$ cat src/rtl/tagged_tlb_pkg.sv
package tagged_tlb_pkg;
   typedef enum logic [1:0] {
      PG_4K   = 2'd0,
      PG_2M   = 2'd1,
      PG_1G   = 2'd2,
      PG_RSVD = 2'd3
   } pg_size_e;

   typedef enum logic [1:0] {
      INV_PAGE  = 2'd0,
      INV_SPACE = 2'd1,
      INV_EVERY = 2'd2,
      INV_NONE  = 2'd3
   } inv_kind_e;

   // virtual-page bits ignored by the larger page sizes
   localparam int MID_DROP = 9;
   localparam int TOP_DROP = 18;
endpackage

$ cat src/rtl/tlb_tag_match.sv
module tlb_tag_match
   import tagged_tlb_pkg::*;
#(
   parameter int N      = 16,
   parameter int VPN_W  = 36,
   parameter int ASID_W = 12
) (
   input  logic [N-1:0]             ent_valid,
   input  logic [N-1:0]             ent_glb,
   input  logic [N-1:0][VPN_W-1:0]  ent_vpn,
   input  logic [N-1:0][ASID_W-1:0] ent_asid,
   input  logic [N-1:0][1:0]        ent_size,
   input  logic [VPN_W-1:0]         key_vpn,
   input  logic [ASID_W-1:0]        key_asid,
   input  logic                     any_asid,
   output logic [N-1:0]             hit
);
   for (genvar g = 0; g < N; g++) begin : g_ent
      logic vpn_eq;
      always_comb begin
         case (ent_size[g])
            PG_4K:   vpn_eq = (ent_vpn[g] == key_vpn);
            PG_2M:   vpn_eq = (ent_vpn[g][VPN_W-1:MID_DROP] == key_vpn[VPN_W-1:MID_DROP]);
            PG_1G:   vpn_eq = (ent_vpn[g][VPN_W-1:TOP_DROP] == key_vpn[VPN_W-1:TOP_DROP]);
            default: vpn_eq = 1'b0;
         endcase
      end
      assign hit[g] = ent_valid[g] && vpn_eq &&
                      (ent_glb[g] || any_asid || (ent_asid[g] == key_asid));
   end
endmodule

$ cat src/rtl/tlb_victim_sel.sv
module tlb_victim_sel #(
   parameter int N = 16,
   localparam int IDX_W = (N > 1) ? $clog2(N) : 1
) (
   input  logic             clk,
   input  logic             rst_n,
   input  logic [N-1:0]     ent_valid,
   input  logic [N-1:0]     dup_hit,
   input  logic             take,
   output logic [IDX_W-1:0] slot
);
   logic [IDX_W-1:0] rr_q;
   logic             use_rr;

   always_comb begin
      slot   = rr_q;
      use_rr = 1'b1;
      for (int i = N-1; i >= 0; i--) begin
         if (!ent_valid[i]) begin
            slot   = IDX_W'(i);
            use_rr = 1'b0;
         end
      end
      for (int i = N-1; i >= 0; i--) begin
         if (dup_hit[i]) begin
            slot   = IDX_W'(i);
            use_rr = 1'b0;
         end
      end
   end

   always_ff @(posedge clk or negedge rst_n) begin
      if (!rst_n)
         rr_q <= '0;
      else if (take && use_rr)
         rr_q <= (rr_q == IDX_W'(N-1)) ? '0 : rr_q + 1'b1;
   end
endmodule

$ cat src/rtl/tagged_tlb.sv
module tagged_tlb
   import tagged_tlb_pkg::*;
#(
   parameter int N      = 16,
   parameter int VPN_W  = 36,
   parameter int ASID_W = 12,
   parameter int PFN_W  = 40,
   parameter int OFS_W  = 12,
   localparam int VA_W  = VPN_W + OFS_W,
   localparam int PA_W  = PFN_W + OFS_W,
   localparam int IDX_W = (N > 1) ? $clog2(N) : 1
) (
   input  logic              clk,
   input  logic              rst_n,
   input  logic              tag_en,
   input  logic              lk_valid,
   input  logic [VA_W-1:0]   lk_va,
   input  logic [ASID_W-1:0] lk_asid,
   input  logic              lk_write,
   input  logic              lk_user,
   input  logic              lk_exec,
   output logic              rsp_valid,
   output logic              rsp_hit,
   output logic [PA_W-1:0]   rsp_pa,
   output logic              rsp_rw,
   output logic              rsp_us,
   output logic              rsp_nx,
   output logic              rsp_dirty,
   output logic              rsp_deny,
   input  logic              fl_valid,
   input  logic [VPN_W-1:0]  fl_vpn,
   input  logic [ASID_W-1:0] fl_asid,
   input  logic              fl_global,
   input  logic [1:0]        fl_size,
   input  logic [PFN_W-1:0]  fl_pfn,
   input  logic              fl_rw,
   input  logic              fl_us,
   input  logic              fl_nx,
   input  logic              fl_dirty,
   input  logic              inv_valid,
   input  logic [1:0]        inv_kind,
   input  logic [VPN_W-1:0]  inv_vpn,
   input  logic [ASID_W-1:0] inv_asid,
   input  logic              sw_valid
);
   if (VPN_W <= TOP_DROP) begin : g_bad_vpn
      $error("VPN_W must exceed the 1 GB drop count");
   end
   if (PFN_W <= TOP_DROP) begin : g_bad_pfn
      $error("PFN_W must exceed the 1 GB drop count");
   end
   if (N < 2) begin : g_bad_n
      $error("N must be at least 2");
   end

   logic [N-1:0]             e_valid, e_glb, e_rw, e_us, e_nx, e_dirty;
   logic [N-1:0][VPN_W-1:0]  e_vpn;
   logic [N-1:0][ASID_W-1:0] e_asid;
   logic [N-1:0][1:0]        e_size;
   logic [N-1:0][PFN_W-1:0]  e_pfn;

   logic [N-1:0]     lk_hit, inv_hit, fl_hit, fl_dup;
   logic [IDX_W-1:0] fl_slot, sel_idx;
   logic             sel_hit;

   tlb_tag_match #(.N(N), .VPN_W(VPN_W), .ASID_W(ASID_W)) u_lk_match (
      .ent_valid(e_valid), .ent_glb(e_glb), .ent_vpn(e_vpn), .ent_asid(e_asid),
      .ent_size(e_size), .key_vpn(lk_va[VA_W-1:OFS_W]), .key_asid(lk_asid),
      .any_asid(!tag_en), .hit(lk_hit));

   tlb_tag_match #(.N(N), .VPN_W(VPN_W), .ASID_W(ASID_W)) u_inv_match (
      .ent_valid(e_valid), .ent_glb(e_glb), .ent_vpn(e_vpn), .ent_asid(e_asid),
      .ent_size(e_size), .key_vpn(inv_vpn), .key_asid(inv_asid),
      .any_asid(!tag_en), .hit(inv_hit));

   tlb_tag_match #(.N(N), .VPN_W(VPN_W), .ASID_W(ASID_W)) u_fl_match (
      .ent_valid(e_valid), .ent_glb(e_glb), .ent_vpn(e_vpn), .ent_asid(e_asid),
      .ent_size(e_size), .key_vpn(fl_vpn), .key_asid(fl_asid),
      .any_asid(!tag_en), .hit(fl_hit));

   for (genvar g = 0; g < N; g++) begin : g_dup
      assign fl_dup[g] = fl_hit[g] && (e_size[g] == fl_size) && (e_glb[g] == fl_global);
   end

   tlb_victim_sel #(.N(N)) u_victim (
      .clk(clk), .rst_n(rst_n), .ent_valid(e_valid), .dup_hit(fl_dup),
      .take(fl_valid), .slot(fl_slot));

   // lowest matching entry answers the lookup
   always_comb begin
      sel_idx = '0;
      sel_hit = 1'b0;
      for (int i = N-1; i >= 0; i--) begin
         if (lk_hit[i]) begin
            sel_idx = IDX_W'(i);
            sel_hit = 1'b1;
         end
      end
   end

   logic [PA_W-1:0] pa_n;
   logic [PFN_W-1:0] sel_pfn;
   assign sel_pfn = e_pfn[sel_idx];

   always_comb begin
      case (e_size[sel_idx])
         PG_2M:   pa_n = {sel_pfn[PFN_W-1:MID_DROP], lk_va[OFS_W+MID_DROP-1:0]};
         PG_1G:   pa_n = {sel_pfn[PFN_W-1:TOP_DROP], lk_va[OFS_W+TOP_DROP-1:0]};
         default: pa_n = {sel_pfn, lk_va[OFS_W-1:0]};
      endcase
   end

   logic take_rsp;
   assign take_rsp = lk_valid && sel_hit;

   always_ff @(posedge clk or negedge rst_n) begin
      if (!rst_n) begin
         rsp_valid <= 1'b0;
         rsp_hit   <= 1'b0;
         rsp_pa    <= '0;
         rsp_rw    <= 1'b0;
         rsp_us    <= 1'b0;
         rsp_nx    <= 1'b0;
         rsp_dirty <= 1'b0;
         rsp_deny  <= 1'b0;
      end else begin
         rsp_valid <= lk_valid;
         rsp_hit   <= take_rsp;
         rsp_pa    <= take_rsp ? pa_n : '0;
         rsp_rw    <= take_rsp && e_rw[sel_idx];
         rsp_us    <= take_rsp && e_us[sel_idx];
         rsp_nx    <= take_rsp && e_nx[sel_idx];
         rsp_dirty <= take_rsp && e_dirty[sel_idx];
         rsp_deny  <= take_rsp && ((lk_write && !e_rw[sel_idx]) ||
                                   (lk_user  && !e_us[sel_idx]) ||
                                   (lk_exec  &&  e_nx[sel_idx]));
      end
   end

   // table update: removals first, the fill lands last
   always_ff @(posedge clk or negedge rst_n) begin
      if (!rst_n) begin
         e_valid <= '0;
         e_glb   <= '0;
         e_rw    <= '0;
         e_us    <= '0;
         e_nx    <= '0;
         e_dirty <= '0;
         e_vpn   <= '0;
         e_asid  <= '0;
         e_size  <= '0;
         e_pfn   <= '0;
      end else begin
         for (int i = 0; i < N; i++) begin
            if (sw_valid && !tag_en && !e_glb[i])
               e_valid[i] <= 1'b0;
            if (inv_valid) begin
               case (inv_kind)
                  INV_PAGE:  if (inv_hit[i]) e_valid[i] <= 1'b0;
                  INV_SPACE: if (!e_glb[i] && (e_asid[i] == inv_asid)) e_valid[i] <= 1'b0;
                  INV_EVERY: e_valid[i] <= 1'b0;
                  default:   ;
               endcase
            end
            if (fl_valid && (fl_slot == IDX_W'(i))) begin
               e_valid[i] <= 1'b1;
               e_glb[i]   <= fl_global;
               e_vpn[i]   <= fl_vpn;
               e_asid[i]  <= fl_asid;
               e_size[i]  <= fl_size;
               e_pfn[i]   <= fl_pfn;
               e_rw[i]    <= fl_rw;
               e_us[i]    <= fl_us;
               e_nx[i]    <= fl_nx;
               e_dirty[i] <= fl_dirty;
            end
         end
      end
   end
endmodule

$ cat config.mk
export PLATFORM = sky130hd
export DESIGN_NAME = tagged_tlb
export DESIGN_NICKNAME = d
export VERILOG_FILES = /design/src/rtl/tagged_tlb_pkg.sv /design/src/rtl/tlb_tag_match.sv /design/src/rtl/tlb_victim_sel.sv /design/src/rtl/tagged_tlb.sv
export SDC_FILE = /design/constraint.sdc
export NUM_CORES = 2
export LEC_CHECK = 0
export BUFFER_PORTS_ARGS = -buffer_cell sky130_fd_sc_hd__buf_2
export CORE_UTILIZATION = 40
export DETAILED_ROUTE_END_ITERATION = 8
export PLACE_DENSITY = 0.53
export SLEW_MARGIN = 0
export SYNTH_ARGS = -nofsm -noshare
export SYNTH_HDL_FRONTEND = slang
export SYNTH_SLANG_ARGS = --single-unit
export TNS_END_PERCENT = 5
$ cat constraint.sdc
create_clock -name clk -period 6.4 [get_ports clk]
set_input_delay 0.32 -clock clk [delete_from_list [all_inputs] [get_ports clk]]
set_output_delay 0.32 -clock clk [all_outputs]
set_load 0.01 [all_outputs]
Yosys cells after proc, flatten, opt, wreduce, memory -nomap -nowiden
Index checks and enable logic that the tools add are counted.
Widths: inputs -> output; s select.

storage, ports and cells
  bits in registers = 1599
  input port bits = 215
  output and inout port bits = 59
  word-level logic and storage cells = 977

cells by class
  $add $sub $neg = 1
  order comparisons = 1
  equal/unequal tests = 276
  multiplexer cells = 255
  reductions and logical operators = 290

operators by type and width
  kind                count
  $eq 36x36->1        48
  $eq 27x27->1        48
  $eq 18x18->1        48
  $eq 12x12->1        48
  $mux 4              49
  $pmux 1 s3          64
  $logic_and 1x1->1   187
  $bmux 40 s4         1
  $mux 1              132
  $logic_or 1x1->1    66
  $pmux 30 s2         1
  $mux 52             1
  $mux 40             1
  $eq 2x1->1 const B  18
  $eq 2x2->1 const B  18
  $eq 4x4->1 const B  9
  $logic_not 2->1     17
  $eq 2x2->1          16
  $logic_not 1->1     19
  $bmux 1 s4          4
  $eq 1x1->1          16
  $eq 4x3->1 const B  4
  $bmux 2 s4          1
  $eq 4x2->1 const B  2
  5 further kinds     5

Logic depth before layout (Yosys ltp)
  depth after elaboration = 35
  mapped depth = 24

Cells and area by module
A second synthesis with hierarchy kept.

second synthesis, totals
  cells, all modules = 9049
  area, all modules = 97717.5 um2

modules (own cells, without submodules)
  module          times used  cells each  area an instance (um2)  seq. area each (um2)
  tagged_tlb      1           5266        68623.3                 39913.3
  tlb_tag_match   3           1234        9500.4                  0.0
  tlb_victim_sel  1           81          593.1                   100.1

Least setup slack after synthesis
No wires, ideal clock.

  kind = input -> register
  start point = input port lk_va[42]
  end point = register rsp_pa[21]
  setup time = 68 ps
  arrival time = 4808 ps
  slack = 1523 ps
  stages on the path = 22
  cell sequence = buf_2 -> buf_2 -> xnor2_1 -> nand4_1 -> or4b_2 -> nor4_1 -> a22oi_1 -> and2_1 -> a2111oi_0 -> nor2_1 -> buf_2 -> buf_4 -> buf_4 -> nand2_1 -> o211ai_1 -> nand3_1 -> o21ai_0 -> o21a_1 -> ha_1 -> nor2_1 -> nor3b_1 -> a221o_1

between the ends
  word-level cells in the longest chain between the ends = 25
  elaborated cells between the ends (all ways) = 137
  classes of those cells = eq/ne: 50; mux: 54; reduce/logical: 33

ends and longest elaborated chain
  item                                        line                 RTL
  start: declaration                          tagged_tlb.sv:17     input logic [VA_W-1:0] lk_va,
  $eq 36x36->1, or another cell as far along  tlb_tag_match.sv:22  PG_4K: vpn_eq = (ent_vpn[g] == key_vpn);
  $pmux 1 s3                                  tlb_tag_match.sv:21  case (ent_size[g])
  $logic_and 1x1->1 (2 in series)             tlb_tag_match.sv:28  assign hit[g] = ent_valid[g] && vpn_eq &&
  $mux 4 (16 in series)                       tagged_tlb.sv:94     if (lk_hit[i]) begin
  $bmux 2 s4                                  tagged_tlb.sv:106    case (e_size[sel_idx])
  $mux 2 (implied by the code)                tagged_tlb.sv:106
  $eq 2x2->1 or $eq 2x1->1 (tied branches)    tagged_tlb.sv:106
  $pmux 30 s2                                 tagged_tlb.sv:106
  $mux 52 (*)                                 tagged_tlb.sv:129    rsp_pa <= take_rsp ? pa_n : '0;
  end signal: assignment                      tagged_tlb.sv:129
  end: declaration                            tagged_tlb.sv:24     output logic [PA_W-1:0] rsp_pa,

Every way passes the cells marked *; elsewhere a longest branch is shown, timed or not. The select of a mux whose other input is x is not followed.
A chain may end at the register's enable or synchronous reset.

Final worst setup path
  start point = register e_glb[13]
  end point = register rsp_deny

between the ends
  word-level cells in the longest chain between the ends = 24
  elaborated cells between the ends (all ways) = 46
  classes of those cells = mux: 34; reduce/logical: 12

ends and longest elaborated chain
  item                                  line                                  RTL
  start: declaration                    tagged_tlb.sv:56                      logic [N-1:0] e_valid, e_glb, e_rw, e_us, e_nx, e_dirty;
  start signal: indexed assignment      tagged_tlb.sv:167                     e_glb[i] <= fl_global;
  $logic_or 1x1->1 (*) (2 in series)    tlb_tag_match.sv:29                   (ent_glb[g] || any_asid || (ent_asid[g] == key_asid));
  $logic_and 1x1->1 (*)                 tlb_tag_match.sv:28
  $mux 4 (14 in series)                 tagged_tlb.sv:94
  $bmux 1 s4 (on tied branches)         tagged_tlb.sv:134, tagged_tlb.sv:135
  $mux 1 (on tied branches)             tagged_tlb.sv:134, tagged_tlb.sv:135
  $logic_not 1->1 (on tied branches)    tagged_tlb.sv:134, tagged_tlb.sv:135
  $logic_and 1x1->1 (on tied branches)  tagged_tlb.sv:134, tagged_tlb.sv:135
  $logic_or 1x1->1                      tagged_tlb.sv:134                     rsp_deny <= take_rsp && ((lk_write && !e_rw[sel_idx]) ||
  $logic_or 1x1->1                      tagged_tlb.sv:135                     (lk_user && !e_us[sel_idx]) ||
  $logic_and 1x1->1 (*)                 tagged_tlb.sv:134
  end signal: assignment                tagged_tlb.sv:134
  end: declaration                      tagged_tlb.sv:29                      output logic rsp_deny,

Marked as above.

==> out/results.tsv <==
metric	value	unit
drt-pass1-iter-count	6	
grt_max_degree	178	
finalCriticalPeriod	6.164	ns
clkPwrFrac	0.337	
fmax	162.2	MHz
hp-class	primary input to async pin	
tightest_slew	1.291	ns
design.die.area	246100	um2
overflow	0	
setup_tns	0	ns
start_util	0.4018	
leakagePower	52.85	nW
criticalPathCategory	flip-flop to flip-flop	
syn_inst	8546	
ys_types	90	
endpoint_kind	flip-flop	
irDropWorstVdd	0.2589	mV
swShare	0.3341	
p_per_area	305.3	nW/um2
setup_violations	0	
crit_chain	nand2b_1, a31oi_1, a31oi_1, buf_4, and4_1, o311ai_0, a2111oi_0, buf_4, nor2_4, buf_4, buf_4, buf_4, mux2i_1, mux2i_1, mux2i_1, o22ai_1, a22o_1, dlygate4sd3_1	
slew_headroom	0.1328	
finalHoldViolCount	0	
clock_skew	0.08778	ns
grt_pass1_wl	571500	um
maxCapViolCount	0	
dr.first_iter.drc_count	6571	
yosysSeqAreaShare	0.4098	
synthesis.nets	8764	
clock_path_buffers	3	
reg2reg_setup_slack	0.24	ns
final_common_cell	dfrtp_1	
cts_buffers	191	
dp.cells	11790	
crit-reg2reg-launch	e_glb[13]$_DFFE_PN0P_	
clock-root-buffer	clkbuf_16	
ff2ff_path_depth	18	
cpPeakStageDelay	0.66	ns
grt_pass1_vias	72860	
post-cts-setup-buffers	0	
syn_area	97630	um2
clk_pin_slew	0.06	ns
antenna_found_initial	39	
synth-main-ff-cell	dfrtp_1	
p_int	22.91	mW
place.gp.congestion	1.047	
power_frac_comb	0.261	
ys_async_sr_fraction	1.000	
rr_endpoint	rsp_deny$_DFF_PN0_	
avgViaCountPerCell	5.922	
io_buffers	273	
ios	274	
critPathArrivalTime	6.90	ns
drive_gt1_frac	0.2957	
most-common-layout-cells	1,599 x dfrtp_1, 1,475 x mux2_2, 1,264 x xor2_1, 1,085 x xnor2_1, 442 x mux2i_1	
core_area	243000	um2
cts_tree	yes	
wirelength	406400	um
die_h	496.0	um
stdcell_count	12240	
final_antenna_net_count	0	
num_rows	181	
p_seq_frac	0.403	
area_growth_syn_to_layout	15.42	%
routed-via-count	72520	
wl_per_cell	33.19	um
htreeDepth	4	
dpl_cell_area	105100	um2
slew_violations	0	
yosysWarnings	0	
dpl.hpwl	288400	um
crit_required	7.14	ns
cts.sinks	1599	
path_max_fanout	55	
drc	0	
synth_edf_count	0	
fin_nets	9082	
stdcell_area	112700	um2
start_kind	flip-flop	
power.switching	11.49	mW
cp_common_cell	buf_4	
ys_seq_elements	1599	
syn_area_per_cell	11.42	um2
insertion_delay	0.89	ns
worst_path_max_delay_cell	a31oi_1	
rsz0062_at_grt	false	
die_x	496.0	um
post-route-period-util	0.9632	
track_usage	0.3268	
status	complete, no violations	
[power groups by stage]
| stage | Clock [mW] | Combinational [mW] | Sequential (mW) |
|---|---|---|---|
| 5_1_grt | 12.2 | 9.54 | 14.0 |
| 6_report | 11.6 | 8.97 | 13.9 |
| 3_3_place_gp | 0 | 8.71 | 14.0 |
| 3_5_place_dp | 0 | 8.81 | 14.0 |
| 4_1_cts | 11.8 | 8.89 | 13.8 |
| 2_1_floorplan | 0 | 6.09 | 13.2 |
[worst max path at each step]
stage                                       from                    to  cells after the start
after floorplan                        lk_va[42]  rsp_pa[21]$_DFF_PN0_                     22
after global placement                 lk_va[36]  rsp_pa[12]$_DFF_PN0_                     22
after detailed placement              lk_asid[5]  rsp_pa[12]$_DFF_PN0_                     23
after CTS                  e_size[0]$_DFFE_PN0P_    rsp_deny$_DFF_PN0_                     19
after global routing      e_vpn[105]$_DFFE_PN0P_    rsp_deny$_DFF_PN0_                     18
final                      e_glb[13]$_DFFE_PN0P_    rsp_deny$_DFF_PN0_                     18
[timing repair]
item | CTS | global route
resized for setup | 0 | 1
setup endpoints to repair | 0 | 1
hold buffers | 85 | 0
endpoints found under the hold margin | 860 | 0
[layout make-up]
class	count	area [um2]
Timing Repair Buffer	874	7724
Tap cell	3202	4006
Sequential cell	1599	40010
Clock buffer	290	5733
Multi-Input combinational cell	6177	54130
Inverter	21	78.83
Fill cell	22400	130300
Antenna cell	17	42.54
Clock inverter	64	962.2
[through the flow]
step                power, mW    util  hold slack, ns  setup slack [ns]
global placement        22.67  0.4325          0.4119            0.3396
detailed placement      22.80  0.4325          0.3980            0.2691
CTS                     34.51  0.4635        0.001639           0.07111
global route            35.77  0.4636         0.01609           0.08426
finish                  34.40  0.4637         0.04219            0.2358
floorplan               19.33       -         0.02441             1.523
[state kept, by name (all words and copies together) (netlist names), 32 cells and up]
register / cells
e_asid: 192
e_pfn: 640
e_size: 32
e_vpn: 576
rsp_pa: 52
[routing by layer]
metal | GRT usage | part of all wire | routed length [um]
met1 | 0.4318 | 0.42 | 172500
met2 | 0.5078 | 0.44 | 180800
met3 | 0.06509 | 0.072 | 29180
met4 | 0.1652 | 0.058 | 23740
met5 | 0 | 0.00044 | 177
[synthesized netlist by cell type, types with 61 or more instances]
cell type     n  area share
a211oi_1     86      0.0066
a31oi_1     105      0.0067
buf_2       324       0.017
buf_4        61      0.0047
clkbuf_1    304       0.012
dfrtp_1    1599        0.41
mux2_1       67      0.0077
mux2_2     1475        0.17
mux2i_1     442       0.045
nand2_1     147      0.0057
nand3_1      84      0.0043
nand4_1     323       0.021
nor2_1       93      0.0036
nor3_1       89      0.0046
nor4_1      319       0.020
xnor2_1    1085       0.097
xor2_1     1264        0.11
[logic make-up after synthesis]
group,share of synthesized area
AND/OR/NAND/NOR,0.07887
AO/OA/AOI/OAI,0.03587
flip-flops,0.4098
adder cells (fa/ha/maj),0.0003845
XOR/XNOR,0.2107
buffers and inverters,0.03837
multiplexers,0.2259
[critical path, delay by kind of cell, from the launching register on]
kind	cells	cell delay [ns]
AOI/OAI and AO/OA	6	1.84
buffers and inverters	6	2.22
DFF	1	0.51
muxes	3	0.54
and+or+nand+nor	3	0.88
(Power assumes the default switching activity.)
